File: config.mk
export PLATFORM = sky130hd
export DESIGN_NAME = ptmr_channel
export DESIGN_NICKNAME = d
export VERILOG_FILES = /design/src/rtl/ptmr_pkg.sv /design/src/rtl/ptmr_ctrl.sv /design/src/rtl/ptmr_datapath.sv /design/src/rtl/ptmr_channel.sv
export SDC_FILE = /design/constraint.sdc
export NUM_CORES = 1
export LEC_CHECK = 0
export BUFFER_PORTS_ARGS = -buffer_cell sky130_fd_sc_hd__buf_4
export CAP_MARGIN = 15
export CORE_ASPECT_RATIO = 0.75
export CORE_UTILIZATION = 51
export CTS_BUF_LIST = sky130_fd_sc_hd__clkbuf_8
export CTS_CLUSTER_DIAMETER = 50
export DETAILED_ROUTE_END_ITERATION = 7
export PLACE_DENSITY = 0.76
export SLEW_MARGIN = 20
export SYNTH_ARGS = -nofsm -noshare
export SYNTH_HDL_FRONTEND = slang
export SYNTH_SLANG_ARGS = --single-unit
File: constraint.sdc
create_clock -name clk -period 3.15 [get_ports clk]
set_clock_uncertainty 0.2 [all_clocks]
set_input_delay 0.1575 -clock clk [delete_from_list [all_inputs] [get_ports clk]]
set_output_delay 0.1575 -clock clk [all_outputs]
set_load 0.1 [all_outputs]
File: src/rtl/ptmr_pkg.sv
package ptmr_pkg;

  // Counting behaviours; encodings match the control word mode field.
  typedef enum logic [2:0] {
    MODE_ONESHOT = 3'd0,
    MODE_RATE    = 3'd2,
    MODE_WAVE    = 3'd3
  } chanMode_t;

  // Control word layout, most significant field first.
  typedef struct packed {
    logic [1:0] sel;
    logic [1:0] access;
    logic [2:0] mode;
    logic       bcd;
  } ctrlWord_t;

  localparam logic [1:0] ACC_LATCH    = 2'd0;
  localparam logic [1:0] ACC_LOHI     = 2'd3;
  localparam logic [1:0] SEL_READBACK = 2'd3;

  // Strobes and levels handed from control to datapath.
  typedef struct packed {
    logic wrLow;        // data byte write targets the low byte
    logic wrHigh;       // data byte write targets the high byte
    logic capture;      // take a snapshot of the live count
    logic periodic;     // rate or wave mode is active
    logic showLatched;  // read path shows the snapshot
    logic showHigh;     // read path shows the high byte
  } dpStrobe_t;

  function automatic logic modeSupported(input logic [2:0] m);
    case (m)
      MODE_ONESHOT, MODE_RATE, MODE_WAVE: modeSupported = 1'b1;
      default:                            modeSupported = 1'b0;
    endcase
  endfunction

endpackage

File: src/rtl/ptmr_ctrl.sv
module ptmr_ctrl
  import ptmr_pkg::*;
#(
  parameter int CHAN_ID = 0
) (
  input  logic       clk,
  input  logic       rstN,
  input  logic       ctrlWe,
  input  logic [7:0] ctrlData,
  input  logic       dataWe,
  input  logic       dataRe,
  output dpStrobe_t  dpStb
);

  localparam logic [1:0] MY_SEL = CHAN_ID[1:0];

  ctrlWord_t word;
  logic      selHit;
  logic      latchCmd;
  logic      modeCmd;
  logic      captureNow;

  chanMode_t modeReg;
  logic      writeHigh;
  logic      readHigh;
  logic      latchOn;

  // Decode of the shared control port.
  always_comb begin
    word       = ctrlWord_t'(ctrlData);
    selHit     = ctrlWe && (word.sel == MY_SEL) && (word.sel != SEL_READBACK);
    latchCmd   = selHit && (word.access == ACC_LATCH);
    modeCmd    = selHit && (word.access == ACC_LOHI) && !word.bcd
                 && modeSupported(word.mode);
    captureNow = latchCmd && !latchOn;
  end

  always_ff @(posedge clk) begin
    if (!rstN) begin
      modeReg <= MODE_ONESHOT;
    end else if (modeCmd) begin
      modeReg <= chanMode_t'(word.mode);
    end
  end

  // Write byte pointer.
  always_ff @(posedge clk) begin
    if (!rstN) begin
      writeHigh <= 1'b0;
    end else if (dataWe) begin
      writeHigh <= !writeHigh;
    end
  end

  // Read byte pointer and latch hold.
  always_ff @(posedge clk) begin
    if (!rstN) begin
      readHigh <= 1'b0;
      latchOn  <= 1'b0;
    end else if (captureNow) begin
      readHigh <= 1'b0;
      latchOn  <= 1'b1;
    end else if (dataRe) begin
      readHigh <= !readHigh;
      if (latchOn && readHigh) begin
        latchOn <= 1'b0;
      end
    end
  end

  always_comb begin
    dpStb.wrLow       = dataWe && !writeHigh;
    dpStb.wrHigh      = dataWe && writeHigh;
    dpStb.capture     = captureNow;
    dpStb.periodic    = (modeReg != MODE_ONESHOT);
    dpStb.showLatched = latchOn;
    dpStb.showHigh    = readHigh;
  end

endmodule

File: src/rtl/ptmr_datapath.sv
module ptmr_datapath
  import ptmr_pkg::*;
#(
  parameter int BYTE_W = 8
) (
  input  logic              clk,
  input  logic              rstN,
  input  logic              tickEn,
  input  dpStrobe_t         dpStb,
  input  logic [BYTE_W-1:0] wrData,
  output logic [BYTE_W-1:0] rdData,
  output logic              timerOut,
  output logic              irqPulse
);

  localparam int CNT_W = 2 * BYTE_W;
  localparam logic [CNT_W-1:0] ONE = CNT_W'(1);

  logic [CNT_W-1:0] initCount;
  logic [CNT_W-1:0] periodReg;
  logic [CNT_W-1:0] remain;
  logic [CNT_W-1:0] latchedVal;
  logic             running;
  logic             outHigh;
  logic             irqReg;

  logic [CNT_W-1:0] newCount;
  logic [CNT_W-1:0] newPeriod;
  logic             startOk;
  logic [CNT_W-1:0] liveCount;
  logic             terminal;
  logic [CNT_W-1:0] rdWord;

  always_comb begin
    newCount  = {wrData, initCount[BYTE_W-1:0]};
    startOk   = dpStb.periodic ? (newCount > ONE) : (newCount != '0);
    newPeriod = dpStb.periodic ? (newCount - ONE) : newCount;
    liveCount = running ? (dpStb.periodic ? (remain + ONE) : remain) : '0;
    terminal  = running && tickEn && (remain == ONE)
                && !dpStb.wrLow && !dpStb.wrHigh;
    rdWord    = dpStb.showLatched ? latchedVal : liveCount;
    rdData    = dpStb.showHigh ? rdWord[CNT_W-1:BYTE_W] : rdWord[BYTE_W-1:0];
  end

  always_ff @(posedge clk) begin
    if (!rstN) begin
      latchedVal <= '0;
    end else if (dpStb.capture) begin
      latchedVal <= liveCount;
    end
  end

  always_ff @(posedge clk) begin
    if (!rstN) begin
      initCount <= '0;
      periodReg <= '0;
      remain    <= '0;
      running   <= 1'b0;
      outHigh   <= 1'b0;
      irqReg    <= 1'b0;
    end else begin
      irqReg <= terminal;
      if (dpStb.wrLow) begin
        initCount[BYTE_W-1:0] <= wrData;
        running               <= 1'b0;
        outHigh               <= 1'b0;
      end else if (dpStb.wrHigh) begin
        initCount[CNT_W-1:BYTE_W] <= wrData;
        if (startOk) begin
          periodReg <= newPeriod;
          remain    <= newPeriod;
          running   <= 1'b1;
        end
      end else if (running && tickEn) begin
        if (remain == ONE) begin
          if (dpStb.periodic) begin
            remain <= periodReg;
          end else begin
            remain  <= '0;
            running <= 1'b0;
            outHigh <= 1'b1;
          end
        end else begin
          remain <= remain - ONE;
        end
      end
    end
  end

  assign timerOut = outHigh;
  assign irqPulse = irqReg;

endmodule

File: src/rtl/ptmr_channel.sv
module ptmr_channel
  import ptmr_pkg::*;
#(
  parameter int CHAN_ID = 0,
  parameter int BYTE_W  = 8
) (
  input  logic              clk,
  input  logic              rstN,
  input  logic              tickEn,
  input  logic              ctrlWe,
  input  logic [7:0]        ctrlData,
  input  logic              dataWe,
  input  logic [BYTE_W-1:0] dataWdata,
  input  logic              dataRe,
  output logic [BYTE_W-1:0] dataRdata,
  output logic              timerOut,
  output logic              irqPulse
);

  dpStrobe_t dpStb;

  ptmr_ctrl #(
    .CHAN_ID(CHAN_ID)
  ) i_ctrl (
    .clk     (clk),
    .rstN    (rstN),
    .ctrlWe  (ctrlWe),
    .ctrlData(ctrlData),
    .dataWe  (dataWe),
    .dataRe  (dataRe),
    .dpStb   (dpStb)
  );

  ptmr_datapath #(
    .BYTE_W(BYTE_W)
  ) i_datapath (
    .clk     (clk),
    .rstN    (rstN),
    .tickEn  (tickEn),
    .dpStb   (dpStb),
    .wrData  (dataWdata),
    .rdData  (dataRdata),
    .timerOut(timerOut),
    .irqPulse(irqPulse)
  );

endmodule

* Yosys cells after proc, flatten, opt, wreduce, memory -nomap -nowiden
Cells that the tools add are included.
** Cells by class
- Add/sub/neg operators :: 3
- Magnitude comparators :: 1
- Eq/ne operators :: 7
- Mux-type cells :: 20
- Bitwise operators :: 4
- Reductions and logical operators :: 37
** Operators with widths (count)
- two-way mux 16 bit :: 9
- subtractor 16 x 1 -> 16 bit (second input constant) :: 2
- adder 16 x 1 -> 16 bit (second input constant) :: 1
- equality test 16 x 1 -> 1 bit (second input constant) :: 1
- > comparator 16 x 1 -> 1 bit (second input constant) :: 1
- nonzero test 16 bit :: 1
- logical AND 1 bit :: 14
- two-way mux 1 bit :: 10
- two-way mux 8 bit :: 1
- AND reduction 4 bit :: 2
- nonzero test 2 bit :: 4
- equality test 3 x 2 -> 1 bit (second input constant) :: 2
- zero test 1 bit :: 6
- AND reduction 3 bit :: 2
- zero test 2 bit :: 2
- inequality test 2 bit (second input constant) :: 2
- inverter 1 bit :: 4
- OR reduction 2 bit :: 2
- zero test 3 bit :: 1
- nonzero test 3 bit :: 1
- OR reduction 3 bit :: 1
- equality test 2 bit (second input constant) :: 1
- inequality test 2 x 1 -> 1 bit (second input constant) :: 1
- AND reduction 2 bit :: 1
** Storage, ports and cells
- Bits in registers :: 65
- Output and inout bits :: 10
- Word-level logic and storage cells :: 83

* Longest topological paths before layout
- Depth in word-level cells :: 7
- Mapped depth :: 10

* Hierarchy
A second synthesis with hierarchy kept.
** Unflattened totals
- Cells, all modules :: 507
- Area, all modules :: 4058.9 um2
** By module, submodules not included
- ptmr_datapath :: instances 1, cells an instance 474, area each 3739.8 um2, seq. area each 1181.1 um2
- ptmr_ctrl :: instances 1, cells an instance 33, area each 319.1 um2, seq. area each 120.1 um2

* Worst setup path before layout
No wires, ideal clock.
- Path kind :: register to output
- Start :: reg i_datapath.remain[6]
- End :: out dataRdata[7]
- Data arrival time :: 3.585 ns
- Required time :: 2.792 ns
- Path slack :: -0.793 ns
- Stages on the path, launching flop included :: 7
- Cells stage by stage :: dfxtp_1 -> buf_2 -> nand4_4 -> or3_1 -> nor3_1 -> xnor2_1 -> o31ai_1
** On the way
- Longest elaborated chain between the ends :: 5
** RTL lines
- start: declaration :: RTL line ptmr_datapath.sv:21 : logic [CNT_W-1:0] remain;
- start signal: assignment :: RTL line ptmr_datapath.sv:71 : remain <= newPeriod;
- start signal: assignment :: RTL line ptmr_datapath.sv:77 : remain <= periodReg;
- start signal: assignment :: RTL line ptmr_datapath.sv:84 : remain <= remain - ONE;
- adder 16 x 1 -> 16 bit :: RTL line ptmr_datapath.sv:38 : liveCount = running ? (dpStb.periodic ? (remain + ONE) : remain) : '0;
- two-way mux 16 bit (2 in a row) :: RTL line ptmr_datapath.sv:38
- two-way mux 16 bit :: RTL line ptmr_datapath.sv:41 : rdWord = dpStb.showLatched ? latchedVal : liveCount;
- two-way mux 8 bit :: RTL line ptmr_datapath.sv:42 : rdData = dpStb.showHigh ? rdWord[CNT_W-1:BYTE_W] : rdWord[BYTE_W-1:0];
- end: declaration :: RTL line ptmr_channel.sv:15 : output logic [BYTE_W-1:0] dataRdata,
No other way between the ends.

* Worst setup path in the final report
- Start :: reg i_datapath.remain[8]
- End :: out dataRdata[5]
The elaborated chain is that of the path after synthesis.

==> flow_metrics.env <==
export IMPL_status="complete, no violations"
export IMPL_synth_area_leaders="dfxtp_1, nand2_1, a21oi_1, nor2_1, o21ai_0"
export IMPL_wirelength_mm=12.14
export IMPL_max_clock_freq_ghz=0.3335
export IMPL_synth_edf_count=0
export IMPL_critical_path_most_common_cell="or3_1"
export IMPL_hold_viol_final=0
export IMPL_worstHoldStart="ctrlData[4]"
export IMPL_hold_path_class="primary input to flop"
export IMPL_use_met1_pct=39.64
export IMPL_grt_overflow_total=0
export IMPL_crit_start="i_datapath.remain[8]"
export IMPL_crit_chain="nand4_1, or3_1, or3_1, a21oi_1, mux4_2, buf_4"
export IMPL_drive_above_1_share_pct=18.43
export IMPL_irDropWorstVdd_mv=0.3049
export IMPL_busiest_layer="met2"
export IMPL_first_pass_iters=6
export IMPL_io_buffer_count=31
export IMPL_relSlewSlack_pct=48.84
export IMPL_start_util_pct=53.04
export IMPL_ys_seq_area_share_pct=30.85
export IMPL_ctsRootBufferMaster="clkbuf_8"
export IMPL_r2r_start="i_datapath.initCount[0]"
export IMPL_hold_ws_ns=0.08655
export IMPL_crit_path_max_fanout=12
export IMPL_synth_warnings=0
export IMPL_cts_num_sinks=65
export IMPL_tightestPinTransition_ns=0.7640
export IMPL_setup_viol=0
export IMPL_grt_max_degree=30
export IMPL_synth_top_area_share_pct=30.85
export IMPL_grt_pass1_vias=4028
export IMPL_fin_nets=598
export IMPL_synthesis_nets=572
export IMPL_via_count=4361
export IMPL_path_clk_slew_ns=0.07
export IMPL_layout_common_cells="nand2_1, dfxtp_1, buf_4"
export IMPL_slowest_delay_ns=0.46
export IMPL_synthArstFlopShare_pct=0
export IMPL_fin_crit_sh_pct=95.18
export IMPL_track_usage_pct=29.27
export IMPL_rows=28
export IMPL_maxCapViolCount=0
export IMPL_vias_per_cell=6.413
export IMPL_dieArea_sq_um=8642
export IMPL_wl_per_cell_um=17.86
export IMPL_syn_inst=544
export IMPL_cts_tree="built"
export IMPL_gp_congestion=0.9101
export IMPL_ios=32
export IMPL_cts_buffer_depth=2
export IMPL_yosysTopAreaCell="dfxtp_1"
export IMPL_p_leak_nw=1.687
export IMPL_required_ns=2.79
export IMPL_htreeDepth=3
export IMPL_syn_area_per_cell_sq_um=7.753
export IMPL_antennaDiodeCount=0
export IMPL_ys_ff_latch=65
export IMPL_final_max_slew_violation_count=0
export IMPL_use_met3_pct=6.340
export IMPL_drtIter0Drc=513
export IMPL_crit_type="flop to output pin"
export IMPL_power_density_nw_per_um2=423.2
export IMPL_crit_path_end_kind="output pin"
export IMPL_startpoint_type="flop"
export IMPL_dp_hpwl_mm=8.633
export IMPL_tns_ns=0
export IMPL_die_h_um=80.76
export IMPL_cp_arrival_ns=2.64
export IMPL_grtUsageMet2_pct=46.71
export IMPL_grt_first_pass_wirelength_mm=19.66
export IMPL_period_minus_slack_ns=2.998
export IMPL_finalPower_mw=2.065
export IMPL_ys_flop_type="dfxtp_1"
export IMPL_layout_commonest_cell="nand2_1"
export IMPL_postRouteAntennaNets=0
export IMPL_area_growth_pct=15.72
export IMPL_ys_types=59
export IMPL_die_w_um=107.0
export IMPL_synth_area_sq_um=4218
export IMPL_rsz0062_at_grt="no"
export IMPL_remaining_drc_errors=0
export IMPL_cts_made_buffers=9
export IMPL_antenna_found_initial=0
export IMPL_core_area_sq_um=7953
export IMPL_fillCellCount=707
export IMPL_critPathSlowestCell="dfxtp_2"
export IMPL_insertion_delay_ns=0.36
## synth_stat cells (3+ instances only)
cell type	instances
and4_1	3
dfxtp_1	65
nand3_1	24
inv_1	13
a32oi_1	3
a21oi_1	41
a31oi_1	8
clkbuf_1	31
nor2b_1	3
o31ai_1	15
buf_2	12
nand3b_1	3
and3_1	6
a211oi_2	9
xnor2_1	16
buf_1	3
ha_1	6
o211ai_1	7
or4_1	10
mux2_2	5
or3_1	12
nor4_1	13
nand2b_1	3
nor4_2	3
o21ai_1	4
mux2i_1	9
a311oi_1	8
nand2_1	63
nor3_1	16
o21ai_0	29
xor2_1	6
nand4_1	10
nor2_1	46
o31a_1	5
## metrics by stage
step	cells	area [sq um]	setup WS, ns	util [%]
finish	680	4881	0.1518	61.38
global route	680	4881	0.03706	61.38
CTS	680	4853	0.06001	61.03
detailed placement	650	4533	0.4452	57.00
global placement	650	4533	0.5439	57.00
floorplan	544	4244	0.07148	-
## sequential cells by signal, summed over array words and instances, names as in the netlist
name,cells
i_datapath.timerOut,1
i_datapath.latchedVal,16
i_ctrl.writeHigh,1
i_datapath.remain,16
i_ctrl.readHigh,1
i_ctrl.latchOn,1
i_datapath.irqPulse,1
i_datapath.running,1
i_datapath.initCount,8
i_ctrl.modeReg,3
i_datapath.periodReg,16
## what timing repair did
| item | 4_1_cts | 5_1_grt |
|---|---|---|
| endpoints found under the hold margin | 18 | 0 |
| buffers inserted | 0 | 0 |
| setup endpoints to repair | 0 | 2 |
| hold buffers | 14 | 0 |
| gates resized for setup | 0 | 8 |
## power breakdown
group,internal (mW),switching (mW)
clock,0.308,0.365
sequential,0.856,0.0591
combinational,0.202,0.274
## layer usage
metal	routed length, um	share of wire [%]
met1	5447	45
met2	5517	45
met5	0	0
met4	250	2.1
met3	927	7.6
## cells by family (layout without fill, tap and decap cells)
kind of cell	Yosys count	in the layout	share of synthesized area, %
AO/OA/AOI/OAI	145	145	23.50
AND/OR/NAND/NOR	225	225	28.09
adder cells (fa/ha/maj)	6	6	1.780
flip-flops	65	65	30.85
multiplexers	16	16	4.539
buffers and inverters	65	96	6.675
XOR/XNOR	22	22	4.568
## final timing paths
| check | slack (ns) | endpoint | cells after the start |
|---|---|---|---|
| worst min-delay path | 0.09 | i_datapath.latchedVal[4] | 5 |
| worst max register to register | 0.51 | i_datapath.remain[3] | 7 |
| worst min register to register | 0.25 | i_datapath.timerOut | 2 |
| worst max-delay path | 0.15 | dataRdata[5] | 6 |
## layout make-up
class | instances | area, sq um | share of cell area [%]
clock buffer | 10 | 137.6 | 2.820
clock inverter | 6 | 42.54 | 0.8716
inverter | 15 | 56.30 | 1.154
multi-input combinational | 414 | 2683 | 54.96
sequential | 65 | 1308 | 26.79
tap | 105 | 131.4 | 2.692
timing repair buffer | 65 | 523.0 | 10.72
## critical path, delay by kind of cell, from the launching register on
| family | cells | cell delay (ns) |
|---|---|---|
| simple gates | 3 | 1.04 |
| buf+inv | 1 | 0.28 |
| compound gates | 1 | 0.21 |
| flops | 1 | 0.46 |
| mux | 1 | 0.28 |
Note: power is estimated with default switching activity, not from simulation.
